File: src/rtl/hs4_pkg.sv
package hs4_pkg;

  typedef enum logic [2:0] {
    ST_IDLE  = 3'd0,
    ST_WAIT  = 3'd1,
    ST_SETUP = 3'd2,
    ST_REQ   = 3'd3,
    ST_HOLD  = 3'd4
  } hs4_state_e;

  function automatic int hs4_cnt_width(input int a, input int b, input int c);
    int m;
    m = a;
    if (b > m) m = b;
    if (c > m) m = c;
    return (m > 1) ? $clog2(m) + 1 : 1;
  endfunction

endpackage

File: src/rtl/hs4_sync2.sv
module hs4_sync2 (
  input  logic clk,
  input  logic rst_n,
  input  logic d,
  output logic q
);

  logic meta_q;
  logic out_q;

  always_ff @(posedge clk or negedge rst_n) begin
    if (!rst_n) begin
      meta_q <= 1'b0;
      out_q  <= 1'b0;
    end else begin
      meta_q <= d;
      out_q  <= meta_q;
    end
  end

  assign q = out_q;

endmodule

File: src/rtl/hs4_timer.sv
module hs4_timer #(
  parameter int W = 4
) (
  input  logic         clk,
  input  logic         rst_n,
  input  logic         load,
  input  logic [W-1:0] load_val,
  output logic         done
);

  logic [W-1:0] cnt_q;
  logic [W-1:0] cnt_d;
  logic         cnt_en;

  always_comb begin
    cnt_en = load || (cnt_q != '0);
    cnt_d  = load ? load_val : (cnt_q - 1'b1);
  end

  always_ff @(posedge clk or negedge rst_n) begin
    if (!rst_n) begin
      cnt_q <= '0;
    end else if (cnt_en) begin
      cnt_q <= cnt_d;
    end
  end

  assign done = (cnt_q == '0);

  // counting down never wraps past zero
  p_no_wrap_r2: assert property (@(posedge clk) disable iff (!rst_n)
    (!load && done) |=> done);

endmodule

File: src/rtl/hs4_ctrl.sv
module hs4_ctrl
  import hs4_pkg::*;
#(
  parameter int DATA_W = 8
) (
  input  logic              clk,
  input  logic              rst_n,
  input  logic              src_valid,
  input  logic [DATA_W-1:0] src_data,
  output logic              src_ready,
  input  logic              rdy_s,
  input  logic              setup_done,
  input  logic              hold_done,
  input  logic              cyc_done,
  output logic              setup_load,
  output logic              hold_load,
  output logic              cyc_load,
  output logic              link_req,
  output logic [DATA_W-1:0] link_data
);

  hs4_state_e        state_q, state_d;
  logic [DATA_W-1:0] word_q, word_d;
  logic              word_en;
  logic [DATA_W-1:0] data_q, data_d;
  logic              data_en;
  logic              req_q, req_d;

  always_comb begin
    state_d    = state_q;
    word_d     = word_q;
    word_en    = 1'b0;
    data_d     = data_q;
    data_en    = 1'b0;
    setup_load = 1'b0;
    hold_load  = 1'b0;
    cyc_load   = 1'b0;
    unique case (state_q)
      ST_IDLE: begin
        if (src_valid && cyc_done) begin
          word_d  = src_data;
          word_en = 1'b1;
          state_d = ST_WAIT;
        end
      end
      ST_WAIT: begin
        if (rdy_s) begin
          data_d     = word_q;
          data_en    = 1'b1;
          setup_load = 1'b1;
          cyc_load   = 1'b1;
          state_d    = ST_SETUP;
        end
      end
      ST_SETUP: begin
        if (setup_done) state_d = ST_REQ;
      end
      ST_REQ: begin
        if (!rdy_s) begin
          hold_load = 1'b1;
          state_d   = ST_HOLD;
        end
      end
      ST_HOLD: begin
        if (hold_done) state_d = ST_IDLE;
      end
      default: state_d = ST_IDLE;
    endcase
    req_d = (state_d == ST_REQ);
  end

  always_ff @(posedge clk or negedge rst_n) begin
    if (!rst_n) begin
      state_q <= ST_IDLE;
      req_q   <= 1'b0;
    end else begin
      state_q <= state_d;
      req_q   <= req_d;
    end
  end

  always_ff @(posedge clk or negedge rst_n) begin
    if (!rst_n) begin
      word_q <= '0;
    end else if (word_en) begin
      word_q <= word_d;
    end
  end

  always_ff @(posedge clk or negedge rst_n) begin
    if (!rst_n) begin
      data_q <= '0;
    end else if (data_en) begin
      data_q <= data_d;
    end
  end

  assign src_ready = (state_q == ST_IDLE) && cyc_done;
  assign link_req  = req_q;
  assign link_data = data_q;

  // a receiver that is not ready stalls the start
  p_no_start_unready_r1: assert property (@(posedge clk) disable iff (!rst_n)
    (state_q == ST_WAIT && !rdy_s) |=> ($stable(link_data) && !link_req));

  // the bus is already settled when the request rises
  p_setup_before_req_r2: assert property (@(posedge clk) disable iff (!rst_n)
    $rose(link_req) |-> $stable(link_data));

  // request held while the receiver keeps ready high
  p_req_held_r3: assert property (@(posedge clk) disable iff (!rst_n)
    (link_req && rdy_s) |=> link_req);

  // request withdrawn after acknowledge
  p_req_drop_r4: assert property (@(posedge clk) disable iff (!rst_n)
    (link_req && !rdy_s) |=> !link_req);

  // bus only moves at a transfer start
  p_bus_frozen_r5: assert property (@(posedge clk) disable iff (!rst_n)
    (state_q != ST_WAIT) |=> $stable(link_data));

  // never ready to accept while a request is up
  p_ready_excl_r6: assert property (@(posedge clk) disable iff (!rst_n)
    !(src_ready && link_req));

endmodule

File: src/rtl/hs4_sender.sv
module hs4_sender
  import hs4_pkg::*;
#(
  parameter int DATA_W    = 8,
  parameter int SETUP_CYC = 2,
  parameter int HOLD_CYC  = 2,
  parameter int CYCLE_CYC = 8
) (
  input  logic              clk,
  input  logic              rst_n,
  input  logic              src_valid,
  input  logic [DATA_W-1:0] src_data,
  output logic              src_ready,
  output logic [DATA_W-1:0] link_data,
  output logic              link_req,
  input  logic              link_rdy
);

  localparam int CW = hs4_cnt_width(SETUP_CYC, HOLD_CYC, CYCLE_CYC);
  localparam logic [CW-1:0] SETUP_LD = CW'(SETUP_CYC - 1);
  localparam logic [CW-1:0] HOLD_LD  = CW'(HOLD_CYC - 1);
  localparam logic [CW-1:0] CYCLE_LD = CW'(CYCLE_CYC - 1);

  logic rst_n_i;
  logic rdy_s;
  logic setup_load, hold_load, cyc_load;
  logic setup_done, hold_done, cyc_done;

  hs4_sync2 u_rst_sync (
    .clk   (clk),
    .rst_n (rst_n),
    .d     (1'b1),
    .q     (rst_n_i)
  );

  hs4_sync2 u_rdy_sync (
    .clk   (clk),
    .rst_n (rst_n_i),
    .d     (link_rdy),
    .q     (rdy_s)
  );

  hs4_timer #(.W(CW)) u_setup_tmr (
    .clk      (clk),
    .rst_n    (rst_n_i),
    .load     (setup_load),
    .load_val (SETUP_LD),
    .done     (setup_done)
  );

  hs4_timer #(.W(CW)) u_hold_tmr (
    .clk      (clk),
    .rst_n    (rst_n_i),
    .load     (hold_load),
    .load_val (HOLD_LD),
    .done     (hold_done)
  );

  hs4_timer #(.W(CW)) u_cycle_tmr (
    .clk      (clk),
    .rst_n    (rst_n_i),
    .load     (cyc_load),
    .load_val (CYCLE_LD),
    .done     (cyc_done)
  );

  hs4_ctrl #(.DATA_W(DATA_W)) u_ctrl (
    .clk        (clk),
    .rst_n      (rst_n_i),
    .src_valid  (src_valid),
    .src_data   (src_data),
    .src_ready  (src_ready),
    .rdy_s      (rdy_s),
    .setup_done (setup_done),
    .hold_done  (hold_done),
    .cyc_done   (cyc_done),
    .setup_load (setup_load),
    .hold_load  (hold_load),
    .cyc_load   (cyc_load),
    .link_req   (link_req),
    .link_data  (link_data)
  );

  // reset state on the link
  p_reset_idle_r8: assert property (@(posedge clk)
    !rst_n_i |-> (!link_req && link_data == '0));

  // after a start, no new acceptance until the cycle timer runs out
  p_cycle_gap_r7: assert property (@(posedge clk) disable iff (!rst_n_i)
    cyc_load |=> !src_ready);

endmodule

File: config.mk
export PLATFORM = sky130hd
export DESIGN_NAME = hs4_sender
export DESIGN_NICKNAME = d
export VERILOG_FILES = /design/src/rtl/hs4_pkg.sv /design/src/rtl/hs4_sync2.sv /design/src/rtl/hs4_timer.sv /design/src/rtl/hs4_ctrl.sv /design/src/rtl/hs4_sender.sv
export SDC_FILE = /design/constraint.sdc
export NUM_CORES = 1
export LEC_CHECK = 0
export ABC_AREA = 1
export CORE_MARGIN = 8
export CORE_UTILIZATION = 50
export DETAILED_ROUTE_END_ITERATION = 6
export HOLD_SLACK_MARGIN = 0.06
export PLACE_DENSITY = 0.74
export RECOVER_POWER = 100
export SLEW_MARGIN = 20
export SYNTH_ARGS = -nofsm -noshare
export SYNTH_HDL_FRONTEND = slang
export SYNTH_SLANG_ARGS = --single-unit
File: constraint.sdc
create_clock -name clk -period 2.5 [get_ports clk]
set_input_delay 0.25 -clock clk [delete_from_list [all_inputs] [get_ports clk]]
set_output_delay 0.25 -clock clk [all_outputs]
set_load 0.05 [all_outputs]
* Word-level counts from Yosys, hierarchy flattened *
Cells that the tools add are included.

cells by class
  multiplexer cells = 15
  equal/unequal tests = 5
  reduce and logical (&&, ||, !) cells = 14
  add/sub/neg operators = 3

operator list
  kind                   count
  $mux W3                5
  $pmux W3 S5            1
  $logic_not A4 Y1       3
  $mux W4                3
  $reduce_bool A4 Y1     3
  $sub A4 B1 Y4 const B  3
  $eq A3 B2 Y1 const B   3
  $mux W1                6
  $reduce_and A3 Y1      2
  $eq A3 B1 Y1 const B   1
  $eq A3 B3 Y1 const B   1
  $logic_not A3 Y1       1
  $logic_or A1 B1 Y1     3
  $logic_and A1 B1 Y1    2

storage, ports and cells
  flip-flop bits (word level) = 36
  input port bits = 12

* Logic depth before layout (Yosys ltp) *
Gate-level depths: netlist of run 1.

  depth after elaboration = 5
  mapped depth = 8
  depth with buffers taken out = 8

* Modules after synthesis *
Synthesis of run 1 repeated with hierarchy kept, for this count alone.

unflattened totals
  cell total of the unflattened synthesis = 217
  area total of the unflattened synthesis = 1,778.0 µm²

by module, submodules not included
  module      seq. area each (µm²)  cells an instance  area an instance (µm²)  instances
  hs4_ctrl    500.5                 100                904.6                   1
  hs4_timer   100.1                 37                 255.2                   3
  hs4_sync2   50.0                  2                  50.0                    2
  hs4_sender  0.0                   2                  7.5                     1

* Worst setup path after synthesis of run 1 *
No wires, ideal clock.

  kind = reg-to-output
  from = register u_cycle_tmr.cnt_q[0]
  to = output port src_ready
  data arrival time = 1.383 ns
  slack = 0.867 ns
  required time = 2.250 ns
  cell stages (with the launch flop) = 5
  path through = dfrtp_1 > inv_1 > ha_1 > nand2_1 > nor2_1

on the way
  cells in the longest elaborated chain, start to end = 2

ends and longest elaborated chain
  element                 line              RTL
  start, declared         hs4_timer.sv:11   logic [W-1:0] cnt_q;
  start signal, assigned  hs4_timer.sv:24   cnt_q <= cnt_d;
  $logic_not A4 Y1        hs4_timer.sv:28   assign done = (cnt_q == '0);
  $logic_and A1 B1 Y1     hs4_ctrl.sv:98    assign src_ready = (state_q == ST_IDLE) && cyc_done;
  end, declared           hs4_sender.sv:13  output logic src_ready,

No other way between the ends.

* Worst setup path in the final report of run 1 *
Same ends and word-level chain as after synthesis.

==> metrics, run 1 <==
Tot Pwr=2.45 mW; Core Rows=20; Worst-Skew Late Latency=330 ps; vias per inst=4.68; most frequent cells in the layout=dfrtp_1, nand2_1, inv_1; synth warn=0; Starting Density=53.2%; postcts setup bufs=0; Routed WL per cell=11.9 um; pwr/cell area=1310 mW/mm2; Die Wd=73.2 um; Distinct cells, synth=26; I/O pin cnt=22; Mapped Cells=166; Worst Hold Slack=347 ps; Critical-path top delay cell=clkdlybuf4s50_1; Die ar.=0.00536 mm2; DRT iter0 DRCs=33; Root Driver=clkbuf_4; Final ANT Viol Nets=0; switching pwr=1.05 mW; Final GP Congestion=0.727; vias in the first global route=1173; RSZ-0062 raised after global routing=false; first-pass GRT wire length=4970 um; Seq/Total Area, Yosys=55.0%; Net Sw Frac=43.0%; Worst Path Arrival=2060 ps; Worst Max-Slew Pin Slew=1770 ps; maxcap violations=1; Crit path required time=2250 ps; area of the multi-input gates=519 um2; H-tree levels=2; core area=0.00308 mm2; Post-Syn Area=0.00164 mm2; outcome=finished, violations left; Gate power share=46.4%; CTS tree=yes; grt ovf=0; worst vdd ir=0.000563 V; share of layout cells above drive strength 1=10.4%; DP Worst Slack=549 ps; sum of negative setup slack=0 ps; via count=1109; # setup viols final=0; Num Clock Sinks=36; Net Count, Synth=182; antenna diode count=0; CTS buffer count=5; Static Leakage=0.947 nW; Die Span Y=73.2 um; drt pass-1 iters=4; skew final=7.05 ps; Max Buffers Root-to-Sink=2; Port Buf Inserts=21; largest net degree at the start of global routing=35; crit path max fanout=4; Yosys reg bits=36; critical-path cell list=inv_1 -> ha_1 -> nand2_1 -> nor2_1 -> clkdlybuf4s50_1; CP delay by family, top=buffers and inverters; CP Buf/Inv Count=2; Area Growth Syn to Fin=14.2%; Max-slew headroom=-17.7%; CP endpoint kind=output port; Resized cells post-CTS=0; GRT Total Usage=12.2%; period utilization=92.3%; failing checks=max-capacitance violations, max-slew violations; clock share of power=13.7%; Nets=209; most common cell after layout, fill and taps aside=dfrtp_1; crit-path max cell delay=810 ps; Routed WL=2820 um; DR DRC count=0; register area=901 um2; Hold Buf Count CTS=1; Pint=1.39 mW; Clock Pin Slew Worst Setup and Hold Paths=100 ps; WS Path Type=reg -> out; minimum clock period=2310 ps; FMAX=433 MHz; fillcell total=283; antenna violations before repair=0; worst hold path class=reg -> reg; sequential share of power=39.9%; Worst setup SP type=flop; syn_area_per_cell=9.86 um2; Max Slew Vio Count=35; Final WS setup=193 ps; Final Hold Viols=0; final core occ=60.7%; Detailed Place HPWL=2100 um
[worst reg2reg max path, stage by stage, from the launching register on]
cell,delay [ps]
dfrtp_1,400
inv_1,110
ha_1,190
nand3_2,70
nor2_1,780
nor2_1,190
nor2_1,130
[sequential cells by signal, summed over array words and instances (netlist names), 3 cells and up]
register / count
u_setup_tmr.cnt_q: 4
u_ctrl.state_q: 3
u_hold_tmr.cnt_q: 4
u_ctrl.word_q: 8
u_cycle_tmr.cnt_q: 4
u_ctrl.link_data: 8
[final timing paths]
path,start,to,slack (ps),cells past startpoint
worst max register to register,u_cycle_tmr.cnt_q[0],u_ctrl.link_req,570,6
max in group asynchronous,u_rst_sync.q,u_ctrl.state_q[0],670,1
worst min-delay path,u_rdy_sync.meta_q,u_rdy_sync.q,350,0
worst max-delay path,u_cycle_tmr.cnt_q[0],src_ready,190,5
worst min register to register,u_rdy_sync.meta_q,u_rdy_sync.q,350,0
min in group asynchronous,rst_n,u_rst_sync.meta_q,680,2
[kinds of logic after synthesis]
family | count (synthesis) | synth area share [%]
buffers and inverters | 31 | 8.72
AOI/OAI and AO/OA | 23 | 9.94
adders and majority gates | 4 | 3.06
and+or+nand+nor | 67 | 20.9
xor gates and xnor gates | 4 | 2.14
other | 1 | 0.229
DFF | 36 | 55.0
[per-layer routing]
metal,vias to the layer above,track usage [%],routed length (um)
li1,561,-,-
met1,518,12.7,1190
met2,26,20.4,1410
met3,4,5.91,183
met4,0,5.33,40
met5,-,0,0
[Yosys cell counts]
cell	number	share of area, %
o211ai_1	1	0.46
inv_1	26	6.0
nor3_1	1	0.31
buf_8	1	0.92
nand2_1	32	7.3
buf_6	2	1.4
o21ai_1	6	1.8
nand3_2	1	0.61
nor2_8	1	1.2
nor2_4	2	1.4
o21ai_0	2	0.61
nand3_1	10	3.1
inv_2	2	0.46
nor2_1	11	2.5
a21oi_1	2	0.61
or2_2	1	0.38
xnor2_1	2	1.1
xor2_1	2	1.1
o21ai_2	12	6.4
dfrtp_1	36	55
conb_1	1	0.23
nand3_4	1	1.1
ha_1	4	3.1
nor2_2	1	0.38
nand2_4	1	0.69
nand2_2	5	1.9
[final cells by class]
cell class | instances | area share, %
Sequential cell | 36 | 48.2
Multi-Input combinational cell | 99 | 27.8
Timing Repair Buffer | 23 | 12.0
Inverter | 28 | 5.62
Clock buffer | 7 | 3.48
Tap cell | 44 | 2.95
[stage by stage]
step | instance area [um2] | cells
3_5_place_dp | 1870 | 229
3_3_place_gp | 1870 | 229
6_report | 1870 | 237
5_1_grt | 1870 | 237
2_1_floorplan | 1640 | 166
4_1_cts | 1950 | 237
[power groups by stage]
stage / Combinational (mW) / Clock, mW / Sequential [mW]
global route: 1.28 / 0.368 / 1.01
floorplan: 0.748 / 0 / 1.22
CTS: 1.30 / 0.349 / 0.985
finish: 1.14 / 0.334 / 0.978
global placement: 1.24 / 0 / 0.985
detailed placement: 1.29 / 0 / 0.998
Note: power is estimated with default switching activity, not from simulation.
==> inputs of run 2 (changes only) <==
- clock period: 2.5 -> 2.6 ns (I/O delays scaled with it)
==> run 2 against run 1 <==
  * The flow still finishes with violations (max-capacitance violations, max-slew violations)
  * Via count down 0.36%
  * Design area down 0.54%
  * Worst setup slack better by 30 ps
  * Sequential cell count unchanged
  * Register-to-register slack better by 100 ps
  * Clock-buffer cell count unchanged
  * Critical path type unchanged
  * Largest cell class unchanged
  * Largest power group unchanged
==> metrics, run 2 (synthesis gave the netlist of run 1 again) <==
worst vdd ir=0.000539 V (was 0.000563 V); Max Buffers Root-to-Sink=2 (unchanged); Die ar.=0.00536 mm2 (unchanged); RSZ-0062 raised after global routing=false (unchanged); FMAX=421 MHz; Hold Buf Count CTS=0 (was 1); WS Path Type=reg -> out (unchanged); Die Span Y=73.2 um (unchanged); Clock Pin Slew Worst Setup and Hold Paths=100 ps (about the same); Routed WL=2810 um (was 2820 um); first-pass GRT wire length=4950 um (was 4970 um); clock share of power=13.7% (about the same); Num Clock Sinks=36 (unchanged); crit path max fanout=4 (unchanged); DR DRC count=0 (unchanged); maxcap violations=1 (unchanged); H-tree levels=2 (unchanged); worst hold path class=in -> async (was reg -> reg); Pint=1.34 mW (was 1.39 mW); most frequent cells in the layout=dfrtp_1, nand2_1, inv_1 (unchanged); Worst Max-Slew Pin Slew=1770 ps (unchanged); CP endpoint kind=output port (unchanged); Detailed Place HPWL=2100 um (unchanged); Worst setup SP type=flop (unchanged); most common cell after layout, fill and taps aside=dfrtp_1 (unchanged); # setup viols final=0 (unchanged); Crit path required time=2340 ps (was 2250 ps); vias in the first global route=1167 (was 1173); Gate power share=46.3% (was 46.4%); DRT iter0 DRCs=33 (unchanged); period utilization=91.4%; skew final=7.05 ps (about the same); grt ovf=0 (unchanged); core area=0.00308 mm2 (unchanged); Static Leakage=0.946 nW (was 0.947 nW); Nets=208 (was 209); GRT Total Usage=12.1% (was 12.2%); I/O pin cnt=22 (unchanged); minimum clock period=2380 ps; Final Cell Area=0.00186 mm2 (was 0.00187 mm2); Core Rows=20 (unchanged); antenna diode count=0 (unchanged); Port Buf Inserts=21 (unchanged); share of layout cells above drive strength 1=10.4% (about the same); CTS tree=yes (unchanged); pwr/cell area=1260 mW/mm2 (was 1310 mW/mm2); largest net degree at the start of global routing=35 (unchanged); Worst-Skew Late Latency=330 ps (about the same); Final ANT Viol Nets=0 (unchanged); Area after DPL=0.00187 mm2 (unchanged); failing checks=max-capacitance violations, max-slew violations (unchanged); Max Slew Vio Count=35 (unchanged); Max-slew headroom=-17.7% (unchanged); outcome=finished, violations left (unchanged); sequential share of power=40.0% (was 39.9%); vias per inst=4.68 (about the same); via count=1105 (was 1109); Net Sw Frac=43.0% (about the same); Root Driver=clkbuf_4 (unchanged); Resized cells post-CTS=0 (unchanged); sum of negative setup slack=0 ps (unchanged); Final Hold Viols=0 (unchanged); antenna violations before repair=0 (unchanged); postcts setup bufs=0 (unchanged); drt pass-1 iters=4 (unchanged); Routed WL per cell=11.9 um (about the same); Worst Path Arrival=2120 ps (was 2060 ps); switching pwr=1.01 mW (was 1.05 mW); Area Growth Syn to Fin=13.6% (was 14.2%); Starting Density=53.2% (unchanged); Die Wd=73.2 um (unchanged); Final GP Congestion=0.727 (unchanged); CTS buffer count=5 (unchanged)
-- run 2: changes by cell type in the layout (fill, tap and decap cells not counted), sizes merged --
| cell | before | now |
|---|---|---|
| clkdlybuf4s50 | 10 | 9 |
-- run 2: cell type report --
class,instances,area [um2]
tap,44,55.1
timing repair buffer,22,214
inverter,28,105
clock buffer,7,65.1
fill,284,1220
multi-input combinational,99,519
sequential,36,901
-- run 2: power by group through the flow --
stage               sequential (mW)  clock (mW)  combinational (mW)
finish                        0.940       0.321                1.09
global route                  0.970       0.354                1.23
CTS                           0.947       0.336                1.25
detailed placement            0.959           0                1.24
global placement              0.947           0                1.19
floorplan                      1.18           0               0.719
-- run 2: worst paths after layout --
kind / start / to / slack (ps) / depth (start not counted)
setup reg to reg: u_cycle_tmr.cnt_q[0] / u_ctrl.link_req / 670 / 6
max in group asynchronous: u_rst_sync.q / u_ctrl.state_q[0] / 770 / 1
min in group clk: u_rdy_sync.meta_q / u_rdy_sync.q / 350 / 0
hold / removal: rst_n / u_rst_sync.meta_q / 160 / 1
hold reg to reg: u_rdy_sync.meta_q / u_rdy_sync.q / 350 / 0
setup / recovery: u_cycle_tmr.cnt_q[0] / src_ready / 220 / 5
-- run 2: layer usage --
layer  up-vias  wire length (um)  track usage (%)
met4         0                40             5.33
li1        559                 -                -
met3         4               183             5.91
met1       516              1190             12.7
met5         -                 0                0
met2        26              1400             20.2
-- run 2: worst max-delay path, stage by stage, from the launching register on --
cell	delay [ps]
dfrtp_1	400
inv_1	110
ha_1	190
nand2_1	100
nor2_1	100
dlygate4sd3_1	880
-- run 2: stage by stage --
step                      setup slack, ps  total power, mW  hold slack (ps)  util (%)  instances
after global routing                  133             2.55              137      60.4        236
after detailed placement              639             2.20              295      60.8        229
after global placement                698             2.14              272      60.8        229
after floorplan                       957             1.90            -35.6         -        166
after CTS                             252             2.53             66.0      62.9        236
final                                 223             2.35              157      60.4        236
==> inputs of run 3 (changes only) <==
- PLACE_DENSITY: 0.74 -> 0.79
==> run 3 against run 2 <==
  * The run still ends with max-capacitance violations, max-slew violations left
  * Core utilization shrank 0.28 points
  * Sequential cell count is the same
  * Critical path type unchanged
  * Total power shrank 0.59%
  * Critical endpoint unchanged
  * Design area shrank 0.47%
  * Maximum frequency shrank 1.3%
  * Clock power shrank 13%
  * Clock-buffer cell count shrank 1
  * Sequential power grew 0.9%
  * Non-clock buffer count grew 1
  * Via count grew 3.3%
  * Clock skew grew 3.7 ps
  * Largest cell class unchanged
  * Sequential share of layout area grew 0.23 points
==> metrics, run 3 (synthesis gave the netlist of run 1 again) <==
Nets=209 (was 208); CTS tree=yes (unchanged); vias per inst=4.81 (was 4.68); postcts setup bufs=0 (unchanged); skew final=10.8 ps (was 7.05 ps); Hold Buf Count CTS=0 (unchanged); failing checks=max-capacitance violations, max-slew violations (unchanged); Routed WL=3110 um (was 2810 um); Final Hold Viols=0 (unchanged); Port Buf Inserts=21 (unchanged); fillcell total=278 (was 284); WS Path Type=reg -> out (unchanged); Detailed Place HPWL=2270 um (was 2100 um); DP Worst Slack=624 ps (was 639 ps); share of layout cells above drive strength 1=9.84% (was 10.4%); Final Instance Count excl. Fillers=237 (was 236); Die Wd=73.2 um (unchanged); Clock Pin Slew Worst Setup and Hold Paths=110 ps (was 100 ps); Worst-Skew Late Latency=340 ps (was 330 ps); RSZ-0062 raised after global routing=false (unchanged); Num Clock Sinks=36 (unchanged); largest net degree at the start of global routing=35 (unchanged); Tot Pwr=2.34 mW (was 2.35 mW); # setup viols final=0 (unchanged); DR DRC count=0 (unchanged); CP endpoint kind=output port (unchanged); final core occ=60.1% (was 60.4%); core area=0.00308 mm2 (unchanged); outcome=finished, violations left (unchanged); most common cell after layout, fill and taps aside=dfrtp_1 (unchanged); Area Growth Syn to Fin=13.1% (was 13.6%); drt pass-1 iters=4 (unchanged); Resized cells post-CTS=0 (unchanged); Worst Max-Slew Pin Slew=1830 ps (was 1770 ps); Max-slew headroom=-21.9% (was -17.7%); worst vdd ir=0.000721 V (was 0.000539 V); via count=1141 (was 1105); pwr/cell area=1260 mW/mm2 (about the same); sum of negative setup slack=0 ps (unchanged); Die Span Y=73.2 um (unchanged); vias in the first global route=1164 (was 1167); Worst Path Arrival=2150 ps (was 2120 ps); Max Buffers Root-to-Sink=2 (unchanged); Final WS setup=192 ps (was 223 ps); FMAX=415 MHz (was 421 MHz); period utilization=92.6% (was 91.4%); grt ovf=0 (unchanged); Crit path required time=2340 ps (about the same); antenna violations before repair=0 (unchanged); antenna diode count=0 (unchanged); Die ar.=0.00536 mm2 (unchanged); minimum clock period=2410 ps (was 2380 ps); Final GP Congestion=0.778 (was 0.727); Worst Hold Slack=358 ps (was 157 ps); Worst setup SP type=flop (unchanged); worst hold path class=reg -> reg (was in -> async); Final Cell Area=0.00185 mm2 (was 0.00186 mm2); register area=901 um2 (unchanged); maxcap violations=1 (unchanged); dpl cells=229 (unchanged); Core Rows=20 (unchanged); area of the multi-input gates=519 um2 (unchanged); crit path max fanout=4 (unchanged); Starting Density=53.2% (unchanged); CTS buffer count=5 (unchanged); most frequent cells in the layout=dfrtp_1, nand2_1, inv_1 (unchanged); Final ANT Viol Nets=0 (unchanged); Max Slew Vio Count=35 (unchanged); I/O pin cnt=22 (unchanged); Static Leakage=0.941 nW (was 0.946 nW); GRT Total Usage=13.3% (was 12.1%); Root Driver=clkbuf_4 (unchanged); first-pass GRT wire length=5350 um (was 4950 um); DRT iter0 DRCs=69 (was 33); Routed WL per cell=13.1 um (was 11.9 um); Area after DPL=0.00187 mm2 (unchanged); H-tree levels=2 (unchanged)
run 3: final cells by class:
type / count / share of cell area, %
flip-flops and latches: 36 / 48.7
multi-input cells: 99 / 28.1
repair buffers: 23 / 12.1
inverters: 28 / 5.68
well taps: 44 / 2.97
clock buffers: 6 / 2.23
clock inverters: 1 / 0.270
run 3: path summary, 6_finish.rpt:
check	depth (start not counted)	start	slack [ps]	end
setup / recovery	5	u_cycle_tmr.cnt_q[0]	190	src_ready
hold / removal	0	u_rdy_sync.meta_q	360	u_rdy_sync.q
setup reg to reg	6	u_cycle_tmr.cnt_q[0]	590	u_ctrl.link_req
hold reg to reg	0	u_rdy_sync.meta_q	360	u_rdy_sync.q
max in group asynchronous	1	u_rst_sync.q	730	u_hold_tmr.cnt_q[3]
min in group asynchronous	2	rst_n	670	u_rst_sync.meta_q
run 3: critical path, stage by stage (launching register included):
cell and delay (ps):
dfrtp_1 420, inv_1 110, ha_1 200, nand2_1 110, nor2_1 90, dlygate4sd3_1 880
run 3: routing by layer:
metal  global-route usage (%)  vias to the layer above  routed length [um]
li1                         -                      564                   -
met5                        0                        -                   0
met3                     5.91                        6                 170
met1                     15.3                      544                1410
met2                     20.0                       27                1470
met4                     7.33                        0                  60
run 3: power by group:
part | switching (mW) | leakage (nW) | total (mW) | internal (mW)
logic | 0.730 | 0.472 | 1.11 | 0.379
registers | 0.139 | 0.441 | 0.948 | 0.809
clock network | 0.179 | 0.0281 | 0.279 | 0.0996
